### src/rtl/mqae_pkg.sv
package mqae_pkg;

    typedef enum logic [0:0] {
        SEL_IDLE    = 1'b0,
        SEL_PENDING = 1'b1
    } sel_state_e;

endpackage

### src/rtl/mqae_cfg_regs.sv
module mqae_cfg_regs #(
    parameter int NUM_Q  = 4,
    parameter int CNT_W  = 10,
    parameter int DEF_LO = 8,
    parameter int DEF_HI = 128,
    localparam int QW    = (NUM_Q > 1) ? $clog2(NUM_Q) : 1
) (
    input  logic                          clk,
    input  logic                          rst,
    input  logic                          cfg_we,
    input  logic [QW-1:0]                 cfg_q,
    input  logic [CNT_W-1:0]              cfg_offset,
    input  logic [CNT_W-1:0]              cfg_depth,
    input  logic                          cfg_use_default,
    input  logic                          cfg_def_sel,
    output logic [NUM_Q-1:0][CNT_W-1:0]   thr_o,
    output logic [NUM_Q-1:0][CNT_W-1:0]   depth_o
);

    localparam logic [CNT_W-1:0] DEF_LO_V  = CNT_W'(DEF_LO);
    localparam logic [CNT_W-1:0] DEF_HI_V  = CNT_W'(DEF_HI);
    localparam logic [CNT_W-1:0] MAX_DEPTH = {CNT_W{1'b1}};

    logic [CNT_W-1:0] raw_thr;
    logic [CNT_W-1:0] new_thr;

    always_comb begin
        if (cfg_use_default) begin
            raw_thr = cfg_def_sel ? DEF_HI_V : DEF_LO_V;
        end else begin
            raw_thr = cfg_offset;
        end
        new_thr = (raw_thr > cfg_depth) ? cfg_depth : raw_thr;
    end

    for (genvar q = 0; q < NUM_Q; q++) begin : g_q
        always_ff @(posedge clk) begin
            if (rst) begin
                thr_o[q]   <= DEF_LO_V;
                depth_o[q] <= MAX_DEPTH;
            end else if (cfg_we && (cfg_q == QW'(q))) begin
                thr_o[q]   <= new_thr;
                depth_o[q] <= cfg_depth;
            end
        end
    end

endmodule

### src/rtl/mqae_queue_counter.sv
module mqae_queue_counter #(
    parameter int CNT_W = 10
) (
    input  logic             clk,
    input  logic             rst,
    input  logic             wr,
    input  logic             rd,
    input  logic [CNT_W-1:0] depth,
    input  logic [CNT_W-1:0] thr,
    output logic [CNT_W-1:0] cnt_o,
    output logic             ae_n_o
);

    logic is_full;
    logic is_empty;

    always_comb begin
        is_full  = (cnt_o >= depth);
        is_empty = (cnt_o == '0);
    end

    always_ff @(posedge clk) begin
        if (rst) begin
            cnt_o <= '0;
        end else if (wr && !rd && !is_full) begin
            cnt_o <= cnt_o + 1'b1;
        end else if (rd && !wr && !is_empty) begin
            cnt_o <= cnt_o - 1'b1;
        end
    end

    // first status stage: registered compare of the live count
    always_ff @(posedge clk) begin
        if (rst) begin
            ae_n_o <= 1'b0;
        end else begin
            ae_n_o <= (cnt_o > thr);
        end
    end

endmodule

### src/rtl/mqae_read_select.sv
module mqae_read_select
    import mqae_pkg::*;
#(
    parameter int NUM_Q = 4,
    localparam int QW   = (NUM_Q > 1) ? $clog2(NUM_Q) : 1
) (
    input  logic          clk,
    input  logic          rst,
    input  logic          addr_en,
    input  logic [QW-1:0] addr,
    output logic [QW-1:0] act_q
);

    sel_state_e    state_q;
    sel_state_e    state_d;
    logic [QW-1:0] pend_q;

    always_comb begin
        state_d = state_q;
        unique case (state_q)
            SEL_IDLE:    state_d = addr_en ? SEL_PENDING : SEL_IDLE;
            SEL_PENDING: state_d = addr_en ? SEL_PENDING : SEL_IDLE;
            default:     state_d = SEL_IDLE;
        endcase
    end

    always_ff @(posedge clk) begin
        if (rst) begin
            state_q <= SEL_IDLE;
        end else begin
            state_q <= state_d;
        end
    end

    always_ff @(posedge clk) begin
        if (rst) begin
            pend_q <= '0;
            act_q  <= '0;
        end else begin
            if (addr_en) begin
                pend_q <= addr;
            end
            if (state_q == SEL_PENDING) begin
                act_q <= pend_q;
            end
        end
    end

endmodule

### src/rtl/mq_ae_tracker.sv
module mq_ae_tracker #(
    parameter int NUM_Q  = 4,
    parameter int CNT_W  = 10,
    parameter int DEF_LO = 8,
    parameter int DEF_HI = 128,
    localparam int QW    = (NUM_Q > 1) ? $clog2(NUM_Q) : 1
) (
    input  logic             clk,
    input  logic             rst,
    input  logic [NUM_Q-1:0] wr_en,
    input  logic             rd_en,
    input  logic [QW-1:0]    rd_addr,
    input  logic             rd_addr_en,
    input  logic             cfg_we,
    input  logic [QW-1:0]    cfg_q,
    input  logic [CNT_W-1:0] cfg_offset,
    input  logic [CNT_W-1:0] cfg_depth,
    input  logic             cfg_use_default,
    input  logic             cfg_def_sel,
    output logic             ae_flag_n,
    output logic [NUM_Q-1:0] ae_bus
);

    logic [NUM_Q-1:0][CNT_W-1:0] thr_all;
    logic [NUM_Q-1:0][CNT_W-1:0] depth_all;
    logic [NUM_Q-1:0][CNT_W-1:0] cnt_all;
    logic [QW-1:0]               act_q;

    mqae_cfg_regs #(
        .NUM_Q (NUM_Q),
        .CNT_W (CNT_W),
        .DEF_LO(DEF_LO),
        .DEF_HI(DEF_HI)
    ) u_cfg (
        .clk            (clk),
        .rst            (rst),
        .cfg_we         (cfg_we),
        .cfg_q          (cfg_q),
        .cfg_offset     (cfg_offset),
        .cfg_depth      (cfg_depth),
        .cfg_use_default(cfg_use_default),
        .cfg_def_sel    (cfg_def_sel),
        .thr_o          (thr_all),
        .depth_o        (depth_all)
    );

    mqae_read_select #(
        .NUM_Q(NUM_Q)
    ) u_sel (
        .clk    (clk),
        .rst    (rst),
        .addr_en(rd_addr_en),
        .addr   (rd_addr),
        .act_q  (act_q)
    );

    for (genvar q = 0; q < NUM_Q; q++) begin : g_cnt
        logic rd_this;
        assign rd_this = rd_en && (act_q == QW'(q));

        mqae_queue_counter #(
            .CNT_W(CNT_W)
        ) u_cnt (
            .clk   (clk),
            .rst   (rst),
            .wr    (wr_en[q]),
            .rd    (rd_this),
            .depth (depth_all[q]),
            .thr   (thr_all[q]),
            .cnt_o (cnt_all[q]),
            .ae_n_o(ae_bus[q])
        );
    end

    // second status stage: pick the active queue's flag
    always_ff @(posedge clk) begin
        if (rst) begin
            ae_flag_n <= 1'b0;
        end else begin
            ae_flag_n <= ae_bus[act_q];
        end
    end

endmodule

### config.mk
export PLATFORM = sky130hd
export DESIGN_NAME = mq_ae_tracker
export DESIGN_NICKNAME = d
export VERILOG_FILES = /design/src/rtl/mqae_pkg.sv /design/src/rtl/mqae_cfg_regs.sv /design/src/rtl/mqae_queue_counter.sv /design/src/rtl/mqae_read_select.sv /design/src/rtl/mq_ae_tracker.sv
export SDC_FILE = /design/constraint.sdc
export NUM_CORES = 1
export LEC_CHECK = 0
export CAP_MARGIN = 25
export CORE_MARGIN = 4
export CORE_UTILIZATION = 45
export CTS_BUF_LIST = sky130_fd_sc_hd__clkbuf_4 sky130_fd_sc_hd__clkbuf_8
export CTS_CLUSTER_DIAMETER = 40
export CTS_CLUSTER_SIZE = 10
export DETAILED_ROUTE_END_ITERATION = 12
export GPL_ROUTABILITY_DRIVEN = 1
export SLEW_MARGIN = 20
export SYNTH_ARGS = -nofsm -noshare
export SYNTH_HDL_FRONTEND = slang
export SYNTH_SLANG_ARGS = --single-unit
### constraint.sdc
create_clock -name clk -period 5 [get_ports clk]
set_input_delay 0.75 -clock clk [delete_from_list [all_inputs] [get_ports clk]]
set_output_delay 0.75 -clock clk [all_outputs]
set_load 0.05 [all_outputs]
Word level (Yosys, flattened, before mapping). Cells that the tools add are included.

Bits of input ports: 35. Bits in registers: 130. Output and inout bits: 5.

$lt $le $gt $ge: 10. Add/sub/neg operators: 8. Mux-type cells: 14. Reduce and logical (&&, ||, !) cells: 50. Equal/unequal tests: 6.

Operator list (count): 2-to-1 mux 10 bit (10); > comparator 10 bit (5); adder 10 x 1 -> 10 bit, second input constant (4); greater-or-equal comparator 10 bit (4); logical NOT 10 bit (4); subtractor 10 x 1 -> 10 bit, second input constant (4); logical AND 1 bit (24); logical NOT 1 bit (16); == test 2 bit, second input constant (4); 2-to-1 mux 8 bit (1); nonzero test 2 bit (4); == test 2 x 1 -> 1 bit, second input constant (2); logical NOT 2 bit (2); < comparator 2 x 3 -> 1 bit, second input constant (1); binary-select mux 1 bit (select 2 bit) (1); 2-to-1 mux 1 bit (2).

Depth between registers and ports, before layout. Gate-level depths: netlist of the first run.

Depth in word-level cells: 6. Depth in mapped cells: 14.

Hierarchy. Synthesis of the first run repeated with hierarchy kept, for this count alone.

Cells, all modules: 1029. Area, all modules: 8906.0 µm².

Modules (own cells, without submodules): mqae_queue_counter at g_cnt[1].u_cnt ... (area an instance 1277.5 µm², sequential area each 220.2 µm², times used 3, cells an instance 152); mqae_cfg_regs (area an instance 3555.9 µm², sequential area each 1601.5 µm², times used 1, cells an instance 395); mqae_queue_counter at g_cnt[0].u_cnt (area an instance 1267.5 µm², sequential area each 220.2 µm², times used 1, cells an instance 156); mqae_read_select (area an instance 161.4 µm², sequential area each 100.1 µm², times used 1, cells an instance 14); mq_ae_tracker (area an instance 88.8 µm², sequential area each 20.0 µm², times used 1, cells an instance 8).

Least setup slack after synthesis of the first run. Ideal clock, no wire load.

Path kind: register to register. From: register g_cnt[0].u_cnt.cnt_o[7]. To: register g_cnt[0].u_cnt.cnt_o[9]. Cell stages (with the launch flop): 14. Clock period less this slack: 3.663 ns. Data arrival time: 3.543 ns. Data required time: 4.879 ns. Library setup time: 0.121 ns. Setup slack: 1.337 ns. Buffers on the path: 0. Path through: dfxtp_1 ha_1 and4_1 o211ai_1 or4_1 and2_1 inv_1 ha_1 a2111oi_0 o21ai_0 a31o_2 a21oi_1 mux2i_1 mux2_2.

Word-level cells in the longest chain between the ends: 4.

Ends and longest elaborated chain: start, declared (RTL line mqae_queue_counter.sv:10) `output logic [CNT_W-1:0] cnt_o,`; start signal, assigned (RTL line mqae_queue_counter.sv:26) `cnt_o <= cnt_o + 1'b1;`; start signal, assigned (RTL line mqae_queue_counter.sv:28) `cnt_o <= cnt_o - 1'b1;`; greater-or-equal comparator 10 bit or logical NOT 10 bit (tied branches) (RTL line mqae_queue_counter.sv:18, mqae_queue_counter.sv:19); logical NOT 1 bit (on tied branches) (RTL line mqae_queue_counter.sv:25, mqae_queue_counter.sv:27); logical AND 1 bit (on tied branches) (RTL line mqae_queue_counter.sv:25, mqae_queue_counter.sv:27); 2-to-1 mux 10 bit or nonzero test 2 bit (tied branches).

Several ways; a longest one is shown, not always the timed one. The select of a mux whose other input is x is not followed. A chain may end at the register's enable or synchronous reset.

Worst setup path after layout of the first run. Ends and elaborated chain as after synthesis.

==> flow_summary.json, run 1 <==
{
  "placed_cell_area_sq_mm": 0.00914,
  "drv_slew": 0,
  "finClkSkew_ns": 0.0101,
  "cp.required_ns": 5.34,
  "clk_pin_slew_ns": 0.07,
  "dr.first_iter.drc_count": 309,
  "crit_start": "g_cnt[0].u_cnt.cnt_o[7]",
  "max_cap_violations": 0,
  "die_x_um": 146,
  "wirelength_um": 20600,
  "multi_input_area_sq_mm": 0.00534,
  "ys_seq_elements": 130,
  "dr.pass1.iters": 4,
  "clock-sinks": 130,
  "ios": 40,
  "slew-limit-headroom_pct": 50.3,
  "mostFrequentLayoutCells": "130 x dfxtp_1, 122 x ha_1, 104 x inv_1",
  "dieArea_sq_mm": 0.0212,
  "setup_tns_ns": 0,
  "cp-end-kind": "register",
  "gr-total-overflow": 0,
  "synth_cell_types": 60,
  "nFillCells": 1806,
  "arrival_ns": 4.39,
  "cts_root_buffer": "clkbuf_8",
  "grt_max_degree": 62,
  "vias_per_cell": 5.43,
  "layout_worst_path_cycle_share_pct": 81.1,
  "seq_area_sq_mm": 0.00260,
  "design.core.area_sq_mm": 0.0186,
  "grt_pass1_vias": 6442,
  "hold_path.class": "register to register",
  "cp_max_fo": 8,
  "start_kind": "register",
  "grt_pass1_wl_um": 33600,
  "cts-htree-levels": 4,
  "fin_nets": 1179,
  "tritoncts": "done",
  "dpl.cell_count": 1233,
  "grt_antenna_before_repair": 0,
  "drc": 0,
  "grtUsageTotal_pct": 19.6,
  "rsz0062_at_grt": "false",
  "r2r-start": "g_cnt[0].u_cnt.cnt_o[7]",
  "dpl.hpwl_um": 15300,
  "fin_cells": 1265,
  "synth_ff_type": "dfxtp_1",
  "ant_nets": 0,
  "cts_resized": 0,
  "setup_viol": 0,
  "critPathKind": "register to register",
  "netlist_instances": 985,
  "synth_area_per_cell_sq_um": 8.64,
  "synthArstFlopShare_pct": 0,
  "synthesis.area_sq_mm": 0.00851,
  "finalPower_mw": 3.90,
  "antenna_cells": 0,
  "synth_nets": 1146,
  "status": "complete, no violations",
  "cts_buffers": 17,
  "clock.fmax_ghz": 0.247,
  "post_drt_wl_per_cell_um": 16.3,
  "die_y_um": 146,
  "hp-start": "u_cfg.thr_o[23]",
  "utilization_pct": 51.3,
  "vias": 6865,
  "clk-insertion-delay-late_ns": 0.45,
  "cts_setup_buffers": 0,
  "drive_gt1_share_pct": 8.15,
  "power.ir.vdd_worst_uv": 264,
  "ys.warnings.count": 0,
  "seq_area_frac_synth_pct": 30.6,
  "hold_buffers": 0,
  "portBuffers": 39,
  "hold_viol": 0,
  "p_per_area_mw_per_mm2": 408,
  "syn_to_final_growth_pct": 12.5,
  "clock_path_buffers": 2,
  "core.rowCount": 50,
  "worstMarginPinSlew_ns": 0.746,
  "stdcell_area_sq_mm": 0.00957,
  "gp_congestion": 0.863,
  "layout_commonest_cell": "dfxtp_1",
  "period_minus_slack_ns": 4.06,
  "power.leakage_nw": 4.43,
  "initial_core_util_pct": 45.6,
  "synth_edf_count": 0
}
## Yosys cell counts (all sizes together), types with 3 or more instances
| cell | number | area, sq um |
|---|---|---|
| nand2b | 7 | 51.3 |
| o31ai | 4 | 30.0 |
| o22ai | 8 | 50.1 |
| a2111oi | 4 | 53.8 |
| nand2 | 67 | 251 |
| ha | 122 | 1530 |
| nand3b | 7 | 52.6 |
| buf | 14 | 80.1 |
| a21o | 17 | 128 |
| o211ai | 48 | 360 |
| dfxtp | 130 | 2600 |
| fa | 4 | 80.1 |
| nor2 | 81 | 304 |
| a31o | 3 | 26.3 |
| and4 | 3 | 26.3 |
| nor3 | 11 | 55.1 |
| a311oi | 5 | 43.8 |
| clkbuf | 28 | 105 |
| inv | 105 | 394 |
| nor2b | 21 | 131 |
| a31oi | 8 | 50.1 |
| nor4 | 12 | 75.1 |
| a21oi | 58 | 290 |
| nand3 | 13 | 70.1 |
| a211oi | 31 | 288 |
| mux2i | 37 | 389 |
| or2 | 3 | 18.8 |
| or3 | 5 | 31.3 |
| o21ai | 38 | 190 |
| o21a | 7 | 52.6 |
| a311o | 3 | 30.0 |
| and3 | 4 | 25.0 |
| xor2 | 10 | 87.6 |
| xnor2 | 22 | 193 |
| nand4 | 10 | 62.6 |
| and2 | 4 | 25.0 |
| o2111ai | 5 | 43.8 |
| or4 | 7 | 52.6 |
## metal layers
metal  track usage, %  wire length [um]  share of wire [%]  up-vias
met3             3.83               693                3.4       23
met2             30.0              9070                 44       83
met5                0                 0                  0        -
li1                 -                 -                  -     3598
met1             28.3             10400                 51     3161
met4             5.56               392                1.9        0
## sequential cells by signal, indices dropped and copies added (netlist names)
signal	count
u_sel.pend_q	2
u_sel.state_q	1
u_cfg.thr_o	40
g_cnt.u_cnt.cnt_o	40
u_sel.act_q	2
g_cnt.u_cnt.ae_n_o	4
ae_flag_n	1
u_cfg.depth_o	40
## report_power, final
group / internal, mW / switching [mW] / leakage, nW
clock network: 0.555 / 0.406 / 0.215
registers: 1.18 / 0.206 / 1.07
logic: 0.730 / 0.821 / 3.15
total: 2.47 / 1.43 / 4.43
## worst max-delay path, stage by stage, from the launching register on
cell and delay (ns):
dfxtp_1 0.37, ha_1 0.31, and4_1 0.23, o211ai_1 0.09, or4_1 0.55, and2_1 0.22, inv_1 0.24, ha_1 0.35
a2111oi_0 0.39, o21ai_0 0.19, a31o_2 0.28, a21oi_1 0.18, mux2i_1 0.22, mux2_2 0.34
## cell type report
cell class	count	area share (%)
clock buffers	23	3.18
clock inverters	9	1.33
inverters	105	4.12
multi-input cells	708	55.8
flip-flops and latches	130	27.2
well taps	234	3.06
repair buffers	56	5.36
## worst paths after layout
check / endpoint / cells after the start / slack [ns]
max: g_cnt[0].u_cnt.cnt_o[9] / 13 / 0.94
min: u_cfg.thr_o[23] / 2 / 0.48
max reg2reg: g_cnt[0].u_cnt.cnt_o[9] / 13 / 0.94
min reg2reg: u_cfg.thr_o[23] / 2 / 0.48
## stage by stage
stage               hold slack, ns  setup slack [ns]
floorplan                    0.439              1.34
global placement             0.451             0.623
detailed placement           0.465             0.606
CTS                          0.482             0.950
global route                 0.502             0.747
finish                       0.478             0.944
## cells by family (layout without fill, tap and decap cells)
family / Yosys count / after routing / share of synthesized area (%)
and+or+nand+nor: 263 / 263 / 15.3
adders and majority gates: 126 / 126 / 18.9
AOI/OAI and AO/OA: 247 / 247 / 20.0
DFF: 130 / 130 / 30.6
muxes: 40 / 40 / 5.10
xor gates and xnor gates: 32 / 32 / 3.29
buffers and inverters: 147 / 193 / 6.81
No activity file was read; power rests on OpenSTA's default activity.
==> run 2: changes to the inputs <==
==> constraint.sdc (replaced) <==
create_clock -name clk -period 3.55 [get_ports clk]
set_input_delay 0.5325 -clock clk [delete_from_list [all_inputs] [get_ports clk]]
set_output_delay 0.5325 -clock clk [all_outputs]
set_load 0.05 [all_outputs]
==> run 2 against run 1 <==
Net effect:
- fmax rose by 17%
- first-iteration DRC count up 13%
- largest cell class unchanged
- highest routed layer unchanged
- critical path type unchanged
- wire length up 8.8%
- critical path depth increased by 1
- total power is 49% higher
==> flow_summary.json, run 2 (same netlist as run 1, synthesis figures left out) <==
{
  "clock.fmax_ghz": 0.290,
  "dieArea_sq_mm": 0.0212,
  "power.leakage_nw": 4.83,
  "clock_path_buffers": 2,
  "layout_worst_path_cycle_share_pct": 97.3,
  "gr-total-overflow": 0,
  "rsz0062_at_grt": "true",
  "design.core.area_sq_mm": 0.0186,
  "critPathKind": "register to register",
  "period_minus_slack_ns": 3.45,
  "critical_path.cell_chain": "inv_2, ha_4, and4_4, o211ai_1, or4_4, and2_4, inv_4, ha_4, a2111oi_4, o21ai_2, a31o_2, a21oi_2, mux2i_1, mux2_2",
  "setup_viol": 0,
  "cts-htree-levels": 4,
  "cts_root_buffer": "clkbuf_8",
  "gp_congestion": 0.901,
  "hold_path.class": "register to register",
  "fin_nets": 1267,
  "syn_to_final_growth_pct": 21.1,
  "max_cap_violations": 0,
  "power.ir.vdd_worst_uv": 368,
  "initial_core_util_pct": 45.6,
  "core.rowCount": 50,
  "clk-insertion-delay-late_ns": 0.46,
  "hold_buffers": 0,
  "layout_commonest_cell": "dfxtp_1",
  "vias_per_cell": 5.40,
  "dpl.cell_count": 1320,
  "cts_buffers": 17,
  "dr.pass1.iters": 5,
  "grt_antenna_before_repair": 0,
  "finClkSkew_ns": 0.0104,
  "clk_pin_slew_ns": 0.08,
  "drive_gt1_share_pct": 17.6,
  "portBuffers": 39,
  "clock-sinks": 130,
  "p_per_area_mw_per_mm2": 564,
  "die_y_um": 146,
  "stdcell_area_sq_mm": 0.0103,
  "start_kind": "register",
  "mostFrequentLayoutCells": "125 x dfxtp_1, 117 x ha_1, 103 x buf_4",
  "grtUsageTotal_pct": 21.2,
  "cpPeakStageDelay_ns": 0.55,
  "ant_nets": 0,
  "r2r-start": "u_cfg.depth_o[9]",
  "finalPower_mw": 5.80,
  "cpMostUsedCell": "ha_4",
  "tritoncts": "done",
  "worstMarginPinSlew_ns": 0.859,
  "dpl.hpwl_um": 17000,
  "largestRegisters": "g_cnt.u_cnt.cnt_o: 40 flops, u_cfg.depth_o: 40 flops, u_cfg.thr_o: 40 flops",
  "slew-limit-headroom_pct": 42.8,
  "cp.required_ns": 3.91,
  "cp-end-kind": "register",
  "drv_slew": 0,
  "placed_cell_area_sq_mm": 0.00980,
  "grt_max_degree": 75,
  "cp_slowest_cell": "or4_4",
  "crit_start": "u_cfg.depth_o[9]",
  "drc": 0,
  "antenna_cells": 0,
  "vias": 7307,
  "die_x_um": 146,
  "hp-start": "u_cfg.thr_o[13]",
  "grt_pass1_wl_um": 36200,
  "fin_cells": 1353,
  "status": "complete, no violations",
  "cp_max_fo": 5,
  "post_drt_wl_per_cell_um": 16.5,
  "arrival_ns": 3.81,
  "grt_pass1_vias": 6952,
  "ios": 40,
  "wirelength_um": 22400,
  "dr.first_iter.drc_count": 349,
  "hold_viol": 0
}
==> run 2: stage by stage <==
stage / setup slack, ns / utilization [%] / hold WS [ns] / TNS [ns]
after CTS: 0.00944 / 54.6 / 0.483 / 0
after detailed placement: -0.201 / 52.6 / 0.467 / -0.391
after global placement: -0.181 / 52.5 / 0.457 / -0.207
after global routing: -0.0198 / 55.2 / 0.504 / -0.0198
after floorplan: 0.0179 / - / 0.439 / 0
final: 0.0958 / 55.2 / 0.478 / 0
==> run 2: final timing paths <==
check / endpoint / slack, ns / depth (start not counted)
worst max-delay path: g_cnt[0].u_cnt.cnt_o[9] / 0.1 / 14
worst min-delay path: u_cfg.thr_o[13] / 0.48 / 2
worst max register to register: g_cnt[0].u_cnt.cnt_o[9] / 0.1 / 14
worst min register to register: u_cfg.thr_o[13] / 0.48 / 2
==> run 2: per-layer routing <==
| layer | track usage [%] | routed length [um] | vias up |
|---|---|---|---|
| met5 | 0 | 0 | - |
| met4 | 7.41 | 531 | 0 |
| met3 | 4.92 | 879 | 33 |
| met2 | 33.7 | 10000 | 113 |
| met1 | 28.5 | 10900 | 3379 |
| li1 | - | - | 3782 |
==> run 2: power by group <==
part           internal (mW)  switching [mW]
Combinational           1.34            1.40
Clock                  0.575           0.630
Sequential              1.67           0.188
==> run 2: layout make-up <==
| type | count | area (sq um) |
|---|---|---|
| fillers | 1743 | 8340 |
| well taps | 234 | 293 |
| multi-input cells | 708 | 5440 |
| repair buffers | 144 | 1190 |
| clock buffers | 19 | 255 |
| inverters | 105 | 399 |
| clock inverters | 13 | 113 |
| flip-flops and latches | 130 | 2610 |
==> run 2: critical path, delay by kind of cell (launching register included) <==
family	cells	cell delay, ns
AOI/OAI and AO/OA	5	0.91
adders and majority gates	2	0.46
muxes	2	0.55
buffers and inverters	2	0.12
DFF	1	0.34
and+or+nand+nor	3	0.95
==> run 2: what timing repair did <==
item                                    in CTS  in global routing
gates resized for setup                      5                 27
cloned                                       0                  0
endpoints found under the setup margin       1                  9
setup buffers                                0                  1
pin swaps                                    2                 11
==> run 3: changes to the inputs <==
--- a/config.mk
+++ b/config.mk
@@ -7,12 +7,13 @@
 export LEC_CHECK = 0
 export CAP_MARGIN = 25
 export CORE_MARGIN = 4
-export CORE_UTILIZATION = 45
+export CORE_UTILIZATION = 50
 export CTS_BUF_LIST = sky130_fd_sc_hd__clkbuf_4 sky130_fd_sc_hd__clkbuf_8
 export CTS_CLUSTER_DIAMETER = 40
 export CTS_CLUSTER_SIZE = 10
 export DETAILED_ROUTE_END_ITERATION = 12
 export GPL_ROUTABILITY_DRIVEN = 1
+export PLACE_DENSITY = 0.71
 export SLEW_MARGIN = 20
 export SYNTH_ARGS = -nofsm -noshare
 export SYNTH_HDL_FRONTEND = slang
==> run 3 against run 2 <==
Net effect:
- clock skew is 0.00073 ns lower
- critical path depth is 1 higher
- count of clock-buffer cells in the layout stayed put
- sequential power hardly changed
- wire length is 0.90% lower
- core utilization is 7.1 points higher
- register-to-register slack worse by 0.03 ns
- die area is 9.5% lower
- clock power is 16% higher
- combinational power is 3% higher
- critical path type unchanged
- critical endpoint unchanged
- largest power group unchanged
- highest routed layer unchanged
==> flow_summary.json, run 3 (same netlist as run 1, synthesis figures left out) <==
{
  "status": "complete, no violations",
  "cts_buffers": 17,
  "design.core.area_sq_mm": 0.0166,
  "antenna_cells": 0,
  "clock-sinks": 130,
  "hold_depth": 2,
  "post_drt_wl_per_cell_um": 16.6,
  "holdWs_ns": 0.480,
  "busiest_layer": "met2",
  "p_per_area_mw_per_mm2": 588,
  "clock_path_buffers": 2,
  "die_y_um": 138,
  "gp_congestion": 0.874,
  "layout_commonest_cell": "dfxtp_1",
  "dr.pass1.iters": 5,
  "grt_antenna_before_repair": 0,
  "grtUsageTotal_pct": 23.2,
  "dr.first_iter.drc_count": 398,
  "cp_slowest_cell": "or4_4",
  "layout_worst_path_cycle_share_pct": 98.1,
  "period_minus_slack_ns": 3.48,
  "cp-end-kind": "register",
  "max_cap_violations": 0,
  "initial_core_util_pct": 51.1,
  "cp.required_ns": 3.89,
  "portBuffers": 39,
  "path_buf_inv": 3,
  "drv_slew": 0,
  "critical_path.cell_chain": "inv_2, ha_1, and4_4, o211ai_1, or4_4, and2_4, inv_6, buf_6, ha_1, o21ai_2, o21ai_2, a31o_2, a21oi_2, mux2i_1, mux2_2",
  "syn_to_final_growth_pct": 22.0,
  "arrival_ns": 3.82,
  "finClkSkew_ns": 0.00962,
  "hold_path.class": "register to register",
  "worstMarginPinSlew_ns": 0.985,
  "crit_cells": 15,
  "clock.fmax_ghz": 0.287,
  "setup_ws_ns": 0.0684,
  "die_x_um": 138,
  "tritoncts": "done",
  "dpl.hpwl_um": 16600,
  "clk-insertion-delay-late_ns": 0.45,
  "clk_pin_slew_ns": 0.08,
  "ios": 40,
  "grt_pass1_wl_um": 36400,
  "fin_nets": 1267,
  "start_kind": "register",
  "setup_viol": 0,
  "path_delay_family": "simple AND/OR/NAND/NOR gates",
  "power.ir.vdd_worst_uv": 493,
  "hold_buffers": 0,
  "power.leakage_nw": 4.87,
  "cp_max_fo": 5,
  "slew-limit-headroom_pct": 34.3,
  "mostFrequentLayoutCells": "126 x dfxtp_1, 117 x ha_1, 104 x buf_4",
  "ant_nets": 0,
  "wirelength_um": 22200,
  "use_met3_pct": 5.35,
  "nFillCells": 1437,
  "core.rowCount": 47,
  "globalRouteMet1Util_pct": 30.6,
  "setup_tns_ns": 0,
  "place_ws_ns": -0.301,
  "drc": 0,
  "cpPeakStageDelay_ns": 0.55,
  "dieArea_sq_mm": 0.0192,
  "vias": 7431,
  "ff2ff_path_depth": 15,
  "drive_gt1_share_pct": 18.1,
  "rsz0062_at_grt": "true",
  "grt_max_degree": 58,
  "largestRegisters": "g_cnt.u_cnt.cnt_o: 40 flops, u_cfg.depth_o: 40 flops, u_cfg.thr_o: 40 flops",
  "critPathKind": "register to register",
  "hold_viol": 0,
  "cts-htree-levels": 4,
  "vias_per_cell": 5.55,
  "use_met2_pct": 37.7,
  "grt_pass1_vias": 7339,
  "cts_root_buffer": "clkbuf_8",
  "gr-total-overflow": 0
}
-- run 3: routing by layer --
metal / up-vias / part of all wire, % / wire [um]
li1: 3784 / - / -
met1: 3436 / 46 / 10200
met2: 159 / 46 / 10300
met3: 52 / 4.9 / 1090
met4: 0 / 2.7 / 608
met5: - / 0 / 0
-- run 3: worst register-to-register path, stage by stage (launching register included) --
cell and delay, ns:
dfxtp_2 0.33, inv_2 0.04, ha_1 0.26, and4_4 0.22, o211ai_1 0.09, or4_4 0.55, and2_4 0.20, inv_6 0.07
buf_6 0.11, ha_1 0.25, o21ai_2 0.19, o21ai_2 0.09, a31o_2 0.25, a21oi_2 0.14, mux2i_1 0.25, mux2_2 0.35
-- run 3: worst paths after layout --
check                   startpoint                      end  slack, ns
setup / recovery  u_cfg.depth_o[6]  g_cnt[0].u_cnt.cnt_o[9]       0.07
hold / removal     u_cfg.thr_o[23]          u_cfg.thr_o[23]       0.48
setup reg to reg  u_cfg.depth_o[6]  g_cnt[0].u_cnt.cnt_o[9]       0.07
hold reg to reg    u_cfg.thr_o[23]          u_cfg.thr_o[23]       0.48
-- run 3: stage by stage --
step | utilization (%) | cells | power (mW) | cell area, sq um
2_1_floorplan | - | 985 | 3.64 | 8510
3_3_place_gp | 58.2 | 1294 | 4.40 | 9680
3_5_place_dp | 58.3 | 1296 | 4.46 | 9700
4_1_cts | 61.3 | 1333 | 5.98 | 10200
5_1_grt | 62.4 | 1339 | 6.55 | 10400
6_report | 62.4 | 1339 | 6.10 | 10400
-- run 3: repair_timing --
item,in CTS,in global routing
setup endpoints to repair,1,11
gates resized for setup,7,34
buffers inserted,5,6
pin swaps,2,12
endpoints found under the hold margin,0,0
-- run 3: cell type report --
type	count	area (sq um)	area share, %
Clock buffer	19	255	2.46
Clock inverter	13	184	1.77
Inverter	105	399	3.85
Multi-Input combinational cell	708	5480	52.8
Sequential cell	130	2610	25.1
Tap cell	220	275	2.65
Timing Repair Buffer	144	1180	11.3
-- run 3: where the power goes --
| part | switching [mW] | internal [mW] |
|---|---|---|
| clock | 0.612 | 0.791 |
| combinational | 1.44 | 1.39 |
| sequential | 0.196 | 1.67 |
